===== src/rtl/nvc_pkg.sv =====
package nvc_pkg;
  typedef enum logic [1:0] {
    ST_DOWN   = 2'd0,
    ST_RECALL = 2'd1,
    ST_IDLE   = 2'd2,
    ST_STORE  = 2'd3
  } nv_state_t;
endpackage


===== src/rtl/nvc_timer.sv =====
module nvc_timer #(
  parameter int CW = 4
) (
  input  logic          clk,
  input  logic          rst_n,
  input  logic          load,
  input  logic [CW-1:0] load_val,
  output logic          expired
);
  logic [CW-1:0] cnt_q;

  always_ff @(posedge clk or negedge rst_n) begin
    if (!rst_n)            cnt_q <= '0;
    else if (load)         cnt_q <= load_val;
    else if (cnt_q != '0)  cnt_q <= cnt_q - 1'b1;
  end

  assign expired = (cnt_q == '0);
endmodule


===== src/rtl/nvc_seq.sv =====
module nvc_seq
  import nvc_pkg::*;
#(
  parameter int STORE_CYC  = 8,
  parameter int RECALL_CYC = 4
) (
  input  logic      clk,
  input  logic      rst_n,
  input  logic      pwr_ok,
  input  logic      store_req,
  input  logic      recall_req,
  input  logic      dirty,
  output nv_state_t state,
  output logic      nv_done,
  output logic      power_up
);
  localparam int MAXC = (STORE_CYC > RECALL_CYC) ? STORE_CYC : RECALL_CYC;
  localparam int CW   = $clog2(MAXC + 1);
  localparam logic [CW-1:0] ST_LOAD = CW'(STORE_CYC - 1);
  localparam logic [CW-1:0] RC_LOAD = CW'(RECALL_CYC - 1);

  nv_state_t     state_q, nxt;
  logic          load, expired;
  logic [CW-1:0] load_val;

  nvc_timer #(.CW(CW)) u_timer (
    .clk(clk), .rst_n(rst_n), .load(load), .load_val(load_val), .expired(expired)
  );

  always_comb begin
    nxt      = state_q;
    load     = 1'b0;
    load_val = '0;
    nv_done  = 1'b0;
    power_up = 1'b0;
    unique case (state_q)
      ST_DOWN: if (pwr_ok) begin
        nxt = ST_RECALL; load = 1'b1; load_val = RC_LOAD; power_up = 1'b1;
      end
      ST_IDLE: begin
        if (!pwr_ok) begin
          if (dirty) begin nxt = ST_STORE; load = 1'b1; load_val = ST_LOAD; end
          else nxt = ST_DOWN;
        end else if (store_req && dirty) begin
          nxt = ST_STORE; load = 1'b1; load_val = ST_LOAD;
        end else if (recall_req) begin
          nxt = ST_RECALL; load = 1'b1; load_val = RC_LOAD;
        end
      end
      ST_STORE, ST_RECALL: if (expired) begin
        nv_done = 1'b1;
        nxt = pwr_ok ? ST_IDLE : ST_DOWN;
      end
      default: nxt = ST_DOWN;
    endcase
  end

  always_ff @(posedge clk or negedge rst_n) begin
    if (!rst_n) state_q <= ST_DOWN;
    else        state_q <= nxt;
  end

  assign state = state_q;

  p_store_needs_dirty_r5: assert property (@(posedge clk) disable iff (!rst_n)
    (state_q == ST_STORE && $past(state_q) != ST_STORE) |-> $past(dirty));
  p_powerup_recall_r1: assert property (@(posedge clk) disable iff (!rst_n)
    (state_q == ST_DOWN && pwr_ok) |=> state_q == ST_RECALL);
  p_powerfail_r2: assert property (@(posedge clk) disable iff (!rst_n)
    (state_q == ST_IDLE && !pwr_ok) |=> (state_q == ST_STORE || state_q == ST_DOWN));
  p_clean_down_r3: assert property (@(posedge clk) disable iff (!rst_n)
    (state_q == ST_IDLE && !pwr_ok && !dirty) |=> state_q == ST_DOWN);
endmodule


===== src/rtl/nvc_access.sv =====
module nvc_access (
  input  logic clk,
  input  logic rst_n,
  input  logic idle,
  input  logic power_up,
  input  logic nv_done,
  input  logic ce_n,
  input  logic oe_n,
  input  logic we_n,
  input  logic hsb_n_in,
  output logic sram_rd,
  output logic sram_wr,
  output logic dirty
);
  logic we_q, lock_q, dirty_q, we_fall;

  assign we_fall = we_q & ~we_n;
  assign sram_rd = idle & ~ce_n & ~oe_n & we_n & hsb_n_in;
  assign sram_wr = idle & ~ce_n & ~we_n & hsb_n_in & (~lock_q | we_fall);

  always_ff @(posedge clk or negedge rst_n) begin
    if (!rst_n) begin
      we_q    <= 1'b1;
      lock_q  <= 1'b1;
      dirty_q <= 1'b0;
    end else begin
      we_q <= we_n;
      if (power_up)             lock_q <= 1'b1;
      else if (idle && we_fall) lock_q <= 1'b0;
      if (nv_done)      dirty_q <= 1'b0;
      else if (sram_wr) dirty_q <= 1'b1;
    end
  end

  assign dirty = dirty_q;

  p_dirty_set_r9: assert property (@(posedge clk) disable iff (!rst_n)
    sram_wr |=> dirty_q);
  p_dirty_clr_r9: assert property (@(posedge clk) disable iff (!rst_n)
    nv_done |=> !dirty_q);
  p_no_access_busy_r11: assert property (@(posedge clk) disable iff (!rst_n)
    !idle |-> (!sram_rd && !sram_wr));
  p_rd_wr_excl_r6: assert property (@(posedge clk) disable iff (!rst_n)
    !(sram_rd && sram_wr));
endmodule


===== src/rtl/nvstore_ctrl.sv =====
module nvstore_ctrl
  import nvc_pkg::*;
#(
  parameter int STORE_CYC  = 8,
  parameter int RECALL_CYC = 4
) (
  input  logic clk,
  input  logic rst_n,
  input  logic pwr_ok,
  input  logic hsb_n_in,
  input  logic sw_store,
  input  logic sw_recall,
  input  logic ce_n,
  input  logic oe_n,
  input  logic we_n,
  output logic hsb_pull,
  output logic store_run,
  output logic recall_run,
  output logic sram_rd,
  output logic sram_wr,
  output logic dirty
);
  nv_state_t state;
  logic nv_done, power_up, store_req, idle;

  assign store_req = sw_store | ~hsb_n_in;
  assign idle      = (state == ST_IDLE);

  nvc_seq #(.STORE_CYC(STORE_CYC), .RECALL_CYC(RECALL_CYC)) u_seq (
    .clk(clk), .rst_n(rst_n), .pwr_ok(pwr_ok), .store_req(store_req),
    .recall_req(sw_recall), .dirty(dirty), .state(state),
    .nv_done(nv_done), .power_up(power_up)
  );

  nvc_access u_access (
    .clk(clk), .rst_n(rst_n), .idle(idle), .power_up(power_up), .nv_done(nv_done),
    .ce_n(ce_n), .oe_n(oe_n), .we_n(we_n), .hsb_n_in(hsb_n_in),
    .sram_rd(sram_rd), .sram_wr(sram_wr), .dirty(dirty)
  );

  assign store_run  = (state == ST_STORE);
  assign recall_run = (state == ST_RECALL);
  assign hsb_pull   = store_run | recall_run;

  p_busy_blocks_r11: assert property (@(posedge clk) disable iff (!rst_n)
    hsb_pull |-> (!sram_rd && !sram_wr));
endmodule


===== config.mk =====
export PLATFORM = sky130hd
export DESIGN_NAME = nvstore_ctrl
export DESIGN_NICKNAME = d
export VERILOG_FILES = /design/src/rtl/nvc_pkg.sv /design/src/rtl/nvc_timer.sv /design/src/rtl/nvc_seq.sv /design/src/rtl/nvc_access.sv /design/src/rtl/nvstore_ctrl.sv
export SDC_FILE = /design/constraint.sdc
export NUM_CORES = 1
export LEC_CHECK = 0
export ABC_CLOCK_PERIOD_IN_PS = 2500
export BUFFER_PORTS_ARGS = -buffer_cell sky130_fd_sc_hd__buf_4
export CAP_MARGIN = 20
export CORE_AREA = 2 2 39 41
export DETAILED_ROUTE_END_ITERATION = 8
export DIE_AREA = 0 0 41 43
export PLACE_DENSITY = 0.72
export SLEW_MARGIN = 0
export SYNTH_ARGS = -nofsm -noshare
export SYNTH_HDL_FRONTEND = slang
export SYNTH_SLANG_ARGS = --single-unit
export TNS_END_PERCENT = 5

===== constraint.sdc =====
create_clock -name clk -period 2.5 [get_ports clk]
set_input_delay 0.25 -clock clk [delete_from_list [all_inputs] [get_ports clk]]
set_output_delay 0.25 -clock clk [all_outputs]
set_load 0.1 [all_outputs]

==> results of run 1 <==
-- worst paths after layout --
path,slack (ns),depth (start not counted),start,to
worst max-delay path,0.67,3,u_seq.state[0],sram_wr
worst min-delay path,0.11,1,we_n,u_access.we_q
worst max register to register,0.93,5,u_seq.u_timer.cnt_q[0],u_seq.u_timer.cnt_q[1]
worst min register to register,0.50,2,u_access.lock_q,u_access.lock_q
max in group asynchronous,1.94,2,rst_n,u_access.we_q
min in group asynchronous,0.34,2,rst_n,u_seq.u_timer.cnt_q[2]
-- cells in the final DEF (no fill, tap or decap), types with 2 or more instances in the layout --
master    Yosys  layout
nand2b_1      3       3
buf_4         0      14
nor2b_1       5       5
clkbuf_4      0       3
a21oi_1       4       4
dfstp_2       2       2
ha_1          2       2
nor2_1        2       2
o21ai_0       2       2
inv_1         5       5
dfrtp_1       7       7
mux2_2        2       2
o211ai_1      2       2
nor3b_2       1       2
nand3_1       2       2
-- cell type report --
| type | count | share of cell area (%) |
|---|---|---|
| flip-flops and latches | 9 | 31.9 |
| clock buffers | 4 | 3.68 |
| repair buffers | 15 | 16.1 |
| well taps | 16 | 2.80 |
| multi-input cells | 40 | 42.9 |
| inverters | 5 | 2.63 |
-- metal layers --
metal / wire (um) / vias to the layer above
li1: - / 235
met1: 541 / 215
met2: 540 / 13
met3: 54 / 4
met4: 26 / 0
met5: 0 / -
-- power groups by stage --
| stage | combinational, uW | clock [uW] | sequential (uW) |
|---|---|---|---|
| after floorplan | 361 | 0 | 313 |
| after global placement | 483 | 0 | 276 |
| after detailed placement | 495 | 0 | 280 |
| after CTS | 497 | 116 | 277 |
| after global routing | 530 | 129 | 290 |
| final | 492 | 119 | 275 |
-- repair_timing --
| action | 4_1_cts | 5_1_grt |
|---|---|---|
| hold endpoints to repair | 7 | 0 |
| hold buffers | 1 | 0 |
| gates resized for setup | 0 | 0 |
| endpoints found under the setup margin | 0 | 0 |
-- registers in the layout, summed over array words and instances (netlist names) --
register	count
u_seq.u_timer.cnt_q	4
u_seq.state	2
u_access.dirty	1
u_access.lock_q	1
u_access.we_q	1
-- cell families after synthesis --
kind of cell	after synthesis	synth area share, %
AND/OR/NAND/NOR	22	27.3
AO/OA/AOI/OAI	13	16.2
flip-flops	9	40.4
buffers and inverters	7	6.00
multiplexers	2	4.00
adder cells (fa/ha/maj)	2	4.44
XOR/XNOR	1	1.56
-- critical path, cell delays in order, from the launching register on --
cell,delay [ns]
dfrtp_1,0.47
nand4bb_1,0.27
a211oi_2,0.25
buf_4,0.32
-- metrics by stage --
step / std cells / cell area (um2) / total power, uW / hold slack, ns
2_1_floorplan: 56 / 568 / 674 / -0.0456
3_3_place_gp: 84 / 678 / 759 / 0.0802
3_5_place_dp: 84 / 678 / 775 / 0.0822
4_1_cts: 89 / 714 / 890 / 0.114
5_1_grt: 89 / 714 / 949 / 0.106
6_report: 89 / 714 / 886 / 0.112
==> impl_metrics.csv, run 1 <==
group,metric,value,unit
global_routing,antenna_found_initial,0,
detailed_routing,first_pass_iters,3,
global_routing,grt_use_total,16.5,%
placement,io_buffers,14,
global_routing,use_met2,22.2,%
cells_and_area,regArea,228,um2
logic_synthesis,yosys_warnings,0,
cells_and_area,final_core_util,51.6,%
setup_path,arrival,1.58,ns
cells_and_area,fill_cells,150,
global_routing,overflow,0,
sta,rsz0062_at_grt,"false",
worst_hold_path,holdCritPathClass,"in -> reg",
power_and_ir_drop,combPwrFrac,55.6,%
power_and_ir_drop,power.switching,433,uW
detailed_routing,post_drt_wl_per_cell,13.1,um
status,status,"complete, no violations",
placement,gp_routability_congestion,0.770,
sta,fmax,546,MHz
clock_network,clock_latency,0.27,ns
detailed_routing,drtIter0Drc,10,
global_routing,use_met1,22.4,%
power_and_ir_drop,p_leak,0.000324,uW
clock_network,cts_root_buf,"clkbuf_4",
setup_path,cp-end-kind,"output port",
logic_synthesis,synth_nets,67,
setup_path,cp.required,2.25,ns
logic_synthesis,synth.yosys.seq_area_share,40.4,%
global_routing,grt_util_met3,4.71,%
setup_path,crit_fanout,10,
logic_synthesis,netlist_area,563,um2
logic_synthesis,yosysUniqueCellTypes,30,
flow_run,max_cap_violations,0,
power_and_ir_drop,ir_worst_vdd,0.000639,V
global_routing,top_usage_layer,"met1",
sta,period_share,73.3,%
logic_synthesis,synth.area.top_cells,"dfrtp_1 (31%), dfstp_2 (9.3%), nor2b_1 (5.6%)",
logic_synthesis,yosysTopAreaCell,"dfrtp_1",
placement,preCtsSetupSlack,0.932,ns
detailed_routing,num_vias,467,
setup_path,path_class,"reg -> out",
sta,hold_viol_final,0,
floorplanning,dieArea,1760,um2
logic_synthesis,synth_most_common_cell,"dfrtp_1",
logic_synthesis,ys_seq_elements,9,
clock_network,clockBufferDepth,2,
logic_synthesis,synth-async-reset-ratio,100,%
placement,hpwlAfterDp,920,um
setup_path,start_kind,"flip-flop",
clock_network,cts_tree,"yes",
cells_and_area,multi_input_area,307,um2
power_and_ir_drop,pwr_density_cell,1240,nW/um2
global_routing,grt_pass1_wl,1880,um
cells_and_area,n_antenna_cell,0,
detailed_routing,viasPerCell,5.25,
sta,layout_min_cycle_time,1.83,ns
clock_network,path_clk_slew,0.07,ns
sta,setup_ws,0.669,ns
sta,skew,0.00390,ns
floorplanning,rows,14,
logic_synthesis,synth_edf_count,0,
detailed_routing,drt_wl_total,1160,um
power_and_ir_drop,sw_frac_of_total,48.9,%
floorplanning,die_w,41,um
sta,relSlewSlack,80.8,%
sta,final.setup.tns,0,ns
logic_synthesis,ys_top_cells_by_count,"dfrtp_1 (7), inv_1 (5), nor2b_1 (5)",
logic_synthesis,yosys.area.top_type_share,31.1,%
sta,drv_slew,0,
power_and_ir_drop,power_frac_clock,13.4,%
global_routing,grt_max_degree,11,
clock_network,htree_levels,1,
logic_synthesis,syn_avg_cell_area,10.1,um2
cells_and_area,nets,85,
global_routing,grt_pass1_vias,427,
clock_network,numCtsBuffers,3,
cells_and_area,syn_to_final_growth,26.9,%
floorplanning,die_h,43,um
detailed_routing,drc,0,
logic_synthesis,syn_inst,56,
sta,setup_viol,0,
floorplanning,coreArea,1380,um2
clock_network,clkSinkCount,9,
logic_synthesis,ys.flop_type,"dfrtp_1",
detailed_routing,ant_nets,0,
floorplanning,io-pin-count,15,
power_and_ir_drop,seqPwrFrac,31.0,%
floorplanning,initial_core_util,40.7,%
sta,worst_pin_slew,0.286,ns
power_and_ir_drop,p_int,453,uW
clock_network,post_cts.repair.setup_buffers,0,
cells_and_area,layout-drive-gt1-share,34.2,%
Note: power is estimated with default switching activity, not from simulation.
==> inputs of run 2 (changes only) <==
--- a/config.mk
+++ b/config.mk
@@ -5,13 +5,13 @@
 export SDC_FILE = /design/constraint.sdc
 export NUM_CORES = 1
 export LEC_CHECK = 0
-export ABC_CLOCK_PERIOD_IN_PS = 2500
+export ABC_CLOCK_PERIOD_IN_PS = 1500
 export BUFFER_PORTS_ARGS = -buffer_cell sky130_fd_sc_hd__buf_4
 export CAP_MARGIN = 20
 export CORE_AREA = 2 2 39 41
 export DETAILED_ROUTE_END_ITERATION = 8
 export DIE_AREA = 0 0 41 43
-export PLACE_DENSITY = 0.72
+export PLACE_DENSITY = 0.75
 export SLEW_MARGIN = 0
 export SYNTH_ARGS = -nofsm -noshare
 export SYNTH_HDL_FRONTEND = slang
==> constraint.sdc (replaced) <==
create_clock -name clk -period 1.5 [get_ports clk]
set_input_delay 0.15 -clock clk [delete_from_list [all_inputs] [get_ports clk]]
set_output_delay 0.15 -clock clk [all_outputs]
set_load 0.1 [all_outputs]
==> run 2 against run 1 <==
Net effect:
- via count up 6.0%
- wire length up 5.4%
- combinational power up 88%
- design area up 14%
- clock power up 62%
- clock skew down 0.0012 ns
- global-route usage up 1.2 points
- sequential share of layout area down 4.0 points
- non-clock buffer count up 5
- register-to-register slack worse by 0.86 ns
- total power up 78%
- largest power group unchanged
- highest routed layer unchanged
==> impl_metrics.csv, run 2 (synthesis gave the netlist of run 1 again) <==
group,metric,value,unit
global_routing,grt_pass1_vias,491,
cells_and_area,nets,90,
setup_path,rr_startpoint,"u_seq.u_timer.cnt_q[1]",
cells_and_area,finalInstanceArea,816,um2
sta,setup_ws,0.00468,ns
clock_network,cts_tree,"yes",
floorplanning,dieArea,1760,um2
sta,drv_slew,0,
power_and_ir_drop,ir_worst_vdd,0.00153,V
sta,worst_pin_slew,0.279,ns
cells_and_area,regMostFlops,"u_seq.u_timer.cnt_q",
placement,hpwlAfterDp,962,um
sta,relSlewSlack,81.6,%
detailed_routing,num_vias,495,
placement,gp_routability_congestion,0.691,
cells_and_area,syn_to_final_growth,44.9,%
clock_network,htree_levels,1,
setup_path,slowest_delay,0.39,ns
sta,period_share,99.7,%
cells_and_area,layout-drive-gt1-share,41.0,%
floorplanning,die_h,43,um
global_routing,grt_use_total,17.7,%
cells_and_area,final_common_cell,"buf_4",
clock_network,cts_root_buf,"clkbuf_4",
setup_path,arrival,1.35,ns
setup_path,cp-startpoint,"u_seq.state[0]",
setup_path,crit_end,"sram_wr",
global_routing,grt_max_degree,10,
setup_path,crit_fanout,2,
setup_path,reg2reg_slack,0.07,ns
detailed_routing,post_drt_wl_per_cell,13.0,um
power_and_ir_drop,p_leak,0.000370,uW
floorplanning,io-pin-count,15,
floorplanning,rows,14,
floorplanning,initial_core_util,40.7,%
placement,place_area,724,um2
sta,skew,0.00268,ns
detailed_routing,viasPerCell,5.27,
cells_and_area,largest_reg_flops,4,
power_and_ir_drop,pwr_density_cell,1930,nW/um2
setup_path,cp-end-kind,"output port",
floorplanning,coreArea,1380,um2
clock_network,clkSinkCount,9,
cells_and_area,layout_common_cells,"buf_4 (17), dfrtp_1 (7), inv_1 (5), nor2b_1 (4), a21oi_1 (4)",
flow_run,max_cap_violations,0,
cells_and_area,n_antenna_cell,0,
sta,fmax,669,MHz
detailed_routing,drc,0,
setup_path,cp.required,1.35,ns
sta,hold_viol_final,0,
detailed_routing,ant_nets,0,
clock_network,clockBufferDepth,2,
detailed_routing,drtIter0Drc,6,
worst_hold_path,holdCritPathClass,"in -> reg",
cells_and_area,fill_cells,121,
clock_network,path_clk_slew,0.06,ns
setup_path,cp_slowest_cell,"dfrtp_1",
clock_network,clock_latency,0.27,ns
placement,io_buffers,14,
setup_path,r2r-end,"u_seq.state[1]",
floorplanning,die_w,41,um
setup_path,start_kind,"flip-flop",
power_and_ir_drop,power,1580,uW
detailed_routing,drt_wl_total,1230,um
setup_path,ff2ff_path_depth,6,
status,status,"complete, no violations",
sta,layout_min_cycle_time,1.50,ns
detailed_routing,first_pass_iters,4,
global_routing,grt_pass1_wl,2060,um
global_routing,overflow,0,
sta,final.setup.tns,0,ns
placement,preCtsSetupSlack,0.0945,ns
global_routing,antenna_found_initial,0,
clock_network,numCtsBuffers,3,
setup_path,crit_path_cell_trace,"nand4bb_4, a211oi_4, buf_12",
sta,rsz0062_at_grt,"true",
sta,setup_viol,0,
setup_path,path_class,"reg -> out",
==> run 2: cell count changes in the layout (fill, tap and decap cells not counted), sizes merged <==
cell,before,now
buf,14,19
==> run 2: final cells by class <==
class                      instances  area (um2)  share of cell area (%)
multi-input combinational         40         345                    42.3
sequential                         9         228                    27.9
timing repair buffer              20         178                    21.8
clock buffer                       4        26.3                    3.22
tap                               16        20.0                    2.45
inverter                           5        18.8                    2.30
==> run 2: per-layer routing <==
metal  track usage, %  vias to the layer above  wire length, um
li1                 -                      241                -
met1             23.8                      237              534
met2             26.6                       15              619
met3             3.14                        2               44
met4             8.00                        0               27
met5                0                        -                0
==> run 2: timing repair <==
action,CTS,global route
setup endpoints to repair,2,3
hold buffers,1,0
hold endpoints to repair,9,0
setup buffers,1,0
resized for setup,6,3
pin swaps,1,1
==> run 2: per-stage QoR <==
step | instances | util [%] | hold WS (ns)
3_5_place_dp | 88 | 52.4 | -0.0213
2_1_floorplan | 56 | - | -0.146
3_3_place_gp | 88 | 52.4 | -0.0237
5_1_grt | 94 | 59.0 | 0.0150
4_1_cts | 94 | 57.9 | 0.0156
6_report | 94 | 59.0 | 0.0241
==> run 2: report_power, final <==
group          internal, uW  switching [uW]
clock                   103            89.7
combinational           366             559
sequential              354             105
==> run 2: critical path: cells and delay by family, from the launching register on <==
kind	cells	cell delay, ns
AOI/OAI and AO/OA	1	0.25
buffers and inverters	1	0.21
DFF	1	0.39
and+or+nand+nor	1	0.23
==> run 2: worst min path at each step <==
stage	startpoint	end	cells after the start
after detailed placement	rst_n	u_seq.u_timer.cnt_q[2]	1
after floorplan	rst_n	u_access.dirty	0
after global routing	we_n	u_access.we_q	1
after CTS	we_n	u_access.we_q	1
final	we_n	u_access.we_q	1
after global placement	rst_n	u_seq.u_timer.cnt_q[2]	1
==> inputs of run 3 (changes only) <==
--- a/config.mk
+++ b/config.mk
@@ -8,10 +8,11 @@
 export ABC_CLOCK_PERIOD_IN_PS = 1500
 export BUFFER_PORTS_ARGS = -buffer_cell sky130_fd_sc_hd__buf_4
 export CAP_MARGIN = 20
-export CORE_AREA = 2 2 39 41
+export CORE_MARGIN = 2
+export CORE_UTILIZATION = 30
 export DETAILED_ROUTE_END_ITERATION = 8
-export DIE_AREA = 0 0 41 43
-export PLACE_DENSITY = 0.75
+export MAX_ROUTING_LAYER = met4
+export PLACE_DENSITY = 0.58
 export SLEW_MARGIN = 0
 export SYNTH_ARGS = -nofsm -noshare
 export SYNTH_HDL_FRONTEND = slang
==> run 3 against run 2 <==
Net effect:
- fmax barely moved
- total power rose by 2.7%
- design area increased by 3.1%
- first-iteration DRC count is 67% higher
- final cell count up 9.6%
- sequential power is essentially flat
- hold slack improved by 0.0044 ns
- critical path type unchanged
- combinational power rose by 4.5%
- clock power barely moved
==> impl_metrics.csv, run 3 (synthesis gave the netlist of run 1 again) <==
group,metric,value,unit
detailed_routing,num_vias,498,
worst_hold_path,holdCritPathClass,"in -> reg",
cells_and_area,regMostFlops,"u_seq.u_timer.cnt_q",
sta,worst_pin_slew,0.280,ns
sta,relSlewSlack,81.5,%
cells_and_area,final_common_cell,"buf_4",
setup_path,start_kind,"flip-flop",
cells_and_area,n_antenna_cell,0,
global_routing,grt_pass1_vias,477,
sta,final.setup.tns,0,ns
setup_path,arrival,1.34,ns
global_routing,grt_pass1_wl,2070,um
sta,setup_viol,0,
cells_and_area,largest_reg_flops,4,
status,status,"complete, no violations",
global_routing,grt_max_degree,10,
floorplanning,initial_core_util,32.3,%
cells_and_area,syn_to_final_growth,49.3,%
clock_network,numCtsBuffers,3,
detailed_routing,ant_nets,0,
clock_network,clockBufferDepth,2,
setup_path,path_class,"reg -> out",
placement,hpwlAfterDp,947,um
sta,rsz0062_at_grt,"true",
flow_run,max_cap_violations,0,
setup_path,cp.required,1.35,ns
cells_and_area,layout_common_cells,"buf_4 (17), dfrtp_1 (7), inv_1 (4), nor2b_1 (4), a21oi_1 (4)",
floorplanning,coreArea,1750,um2
power_and_ir_drop,ir_worst_vdd,0.000821,V
detailed_routing,post_drt_wl_per_cell,13.2,um
sta,skew,0.00501,ns
floorplanning,die_h,47.3,um
sta,drv_slew,0,
cells_and_area,layout-drive-gt1-share,44.9,%
detailed_routing,drtIter0Drc,10,
detailed_routing,drc,0,
floorplanning,io-pin-count,15,
clock_network,path_clk_slew,0.06,ns
setup_path,reg2reg_slack,0.06,ns
clock_network,clkSinkCount,9,
global_routing,grt_use_total,13.9,%
floorplanning,dieArea,2240,um2
global_routing,antenna_found_initial,0,
clock_network,clock_latency,0.26,ns
floorplanning,rows,15,
sta,layout_min_cycle_time,1.49,ns
setup_path,ff2ff_path_depth,5,
cells_and_area,final_core_util,48.2,%
placement,gp_routability_congestion,0.755,
placement,io_buffers,14,
sta,hold_slack,0.0284,ns
cells_and_area,nets,90,
placement,place_area,728,um2
floorplanning,die_w,47.3,um
power_and_ir_drop,power,1620,uW
setup_path,crit_fanout,2,
power_and_ir_drop,p_leak,0.000372,uW
clock_network,htree_levels,1,
setup_path,cp-end-kind,"output port",
clock_network,cts_tree,"yes",
power_and_ir_drop,pwr_density_cell,1930,nW/um2
cells_and_area,finalInstanceArea,841,um2
sta,period_share,99.6,%
sta,hold_viol_final,0,
sta,fmax,669,MHz
detailed_routing,first_pass_iters,4,
clock_network,cts_root_buf,"clkbuf_4",
detailed_routing,viasPerCell,4.83,
detailed_routing,drt_wl_total,1360,um
global_routing,overflow,0,
worst_hold_path,min_path_cells,1,
==> run 3: area by class of cell <==
type	count	area (um2)
Sequential cell	9	228
Multi-Input combinational cell	40	358
Clock buffer	3	22.5
Clock inverter	1	5.00
Inverter	5	18.8
Tap cell	25	31.3
Fill cell	168	905
Timing Repair Buffer	20	178
==> run 3: path summary, 6_finish.rpt <==
kind / to / startpoint
worst max-delay path: sram_wr / u_seq.state[0]
worst min-delay path: u_access.we_q / we_n
worst max register to register: u_seq.u_timer.cnt_q[1] / u_seq.u_timer.cnt_q[1]
worst min register to register: u_access.lock_q / u_access.lock_q
max in group asynchronous: u_access.we_q / rst_n
min in group asynchronous: u_seq.u_timer.cnt_q[0] / rst_n
==> run 3: what timing repair did <==
action / CTS / global route
hold buffers: 1 / 0
hold endpoints to repair: 9 / 0
gates resized for setup: 6 / 6
pin swaps: 1 / 1
setup endpoints to repair: 2 / 4
setup buffers: 1 / 1
==> run 3: routing by layer <==
| metal | GRT usage, % | routed length, um | vias up |
|---|---|---|---|
| met4 | 6.67 | 21 | 0 |
| met5 | - | 0 | - |
| met3 | 2.31 | 52 | 2 |
| li1 | - | - | 241 |
| met1 | 17.3 | 634 | 240 |
| met2 | 21.6 | 652 | 15 |
==> run 3: through the flow <==
step,setup WS (ns),std cells
6_report,0.00541,103
5_1_grt,-0.0485,103
4_1_cts,-0.0379,102
3_5_place_dp,0.0490,96
3_3_place_gp,0.0838,96
2_1_floorplan,-0.439,56
==> run 3: power by group <==
group	total, uW	switching [uW]	internal [uW]
Sequential	461	107	354
Clock	191	92.6	98.5
Combinational	967	583	384
Total	1620	783	837
==> run 3: critical path, cell delays in order, from the launching register on <==
cell,delay (ns)
dfrtp_1,0.39
nand4bb_4,0.24
a211oi_4,0.24
buf_12,0.21
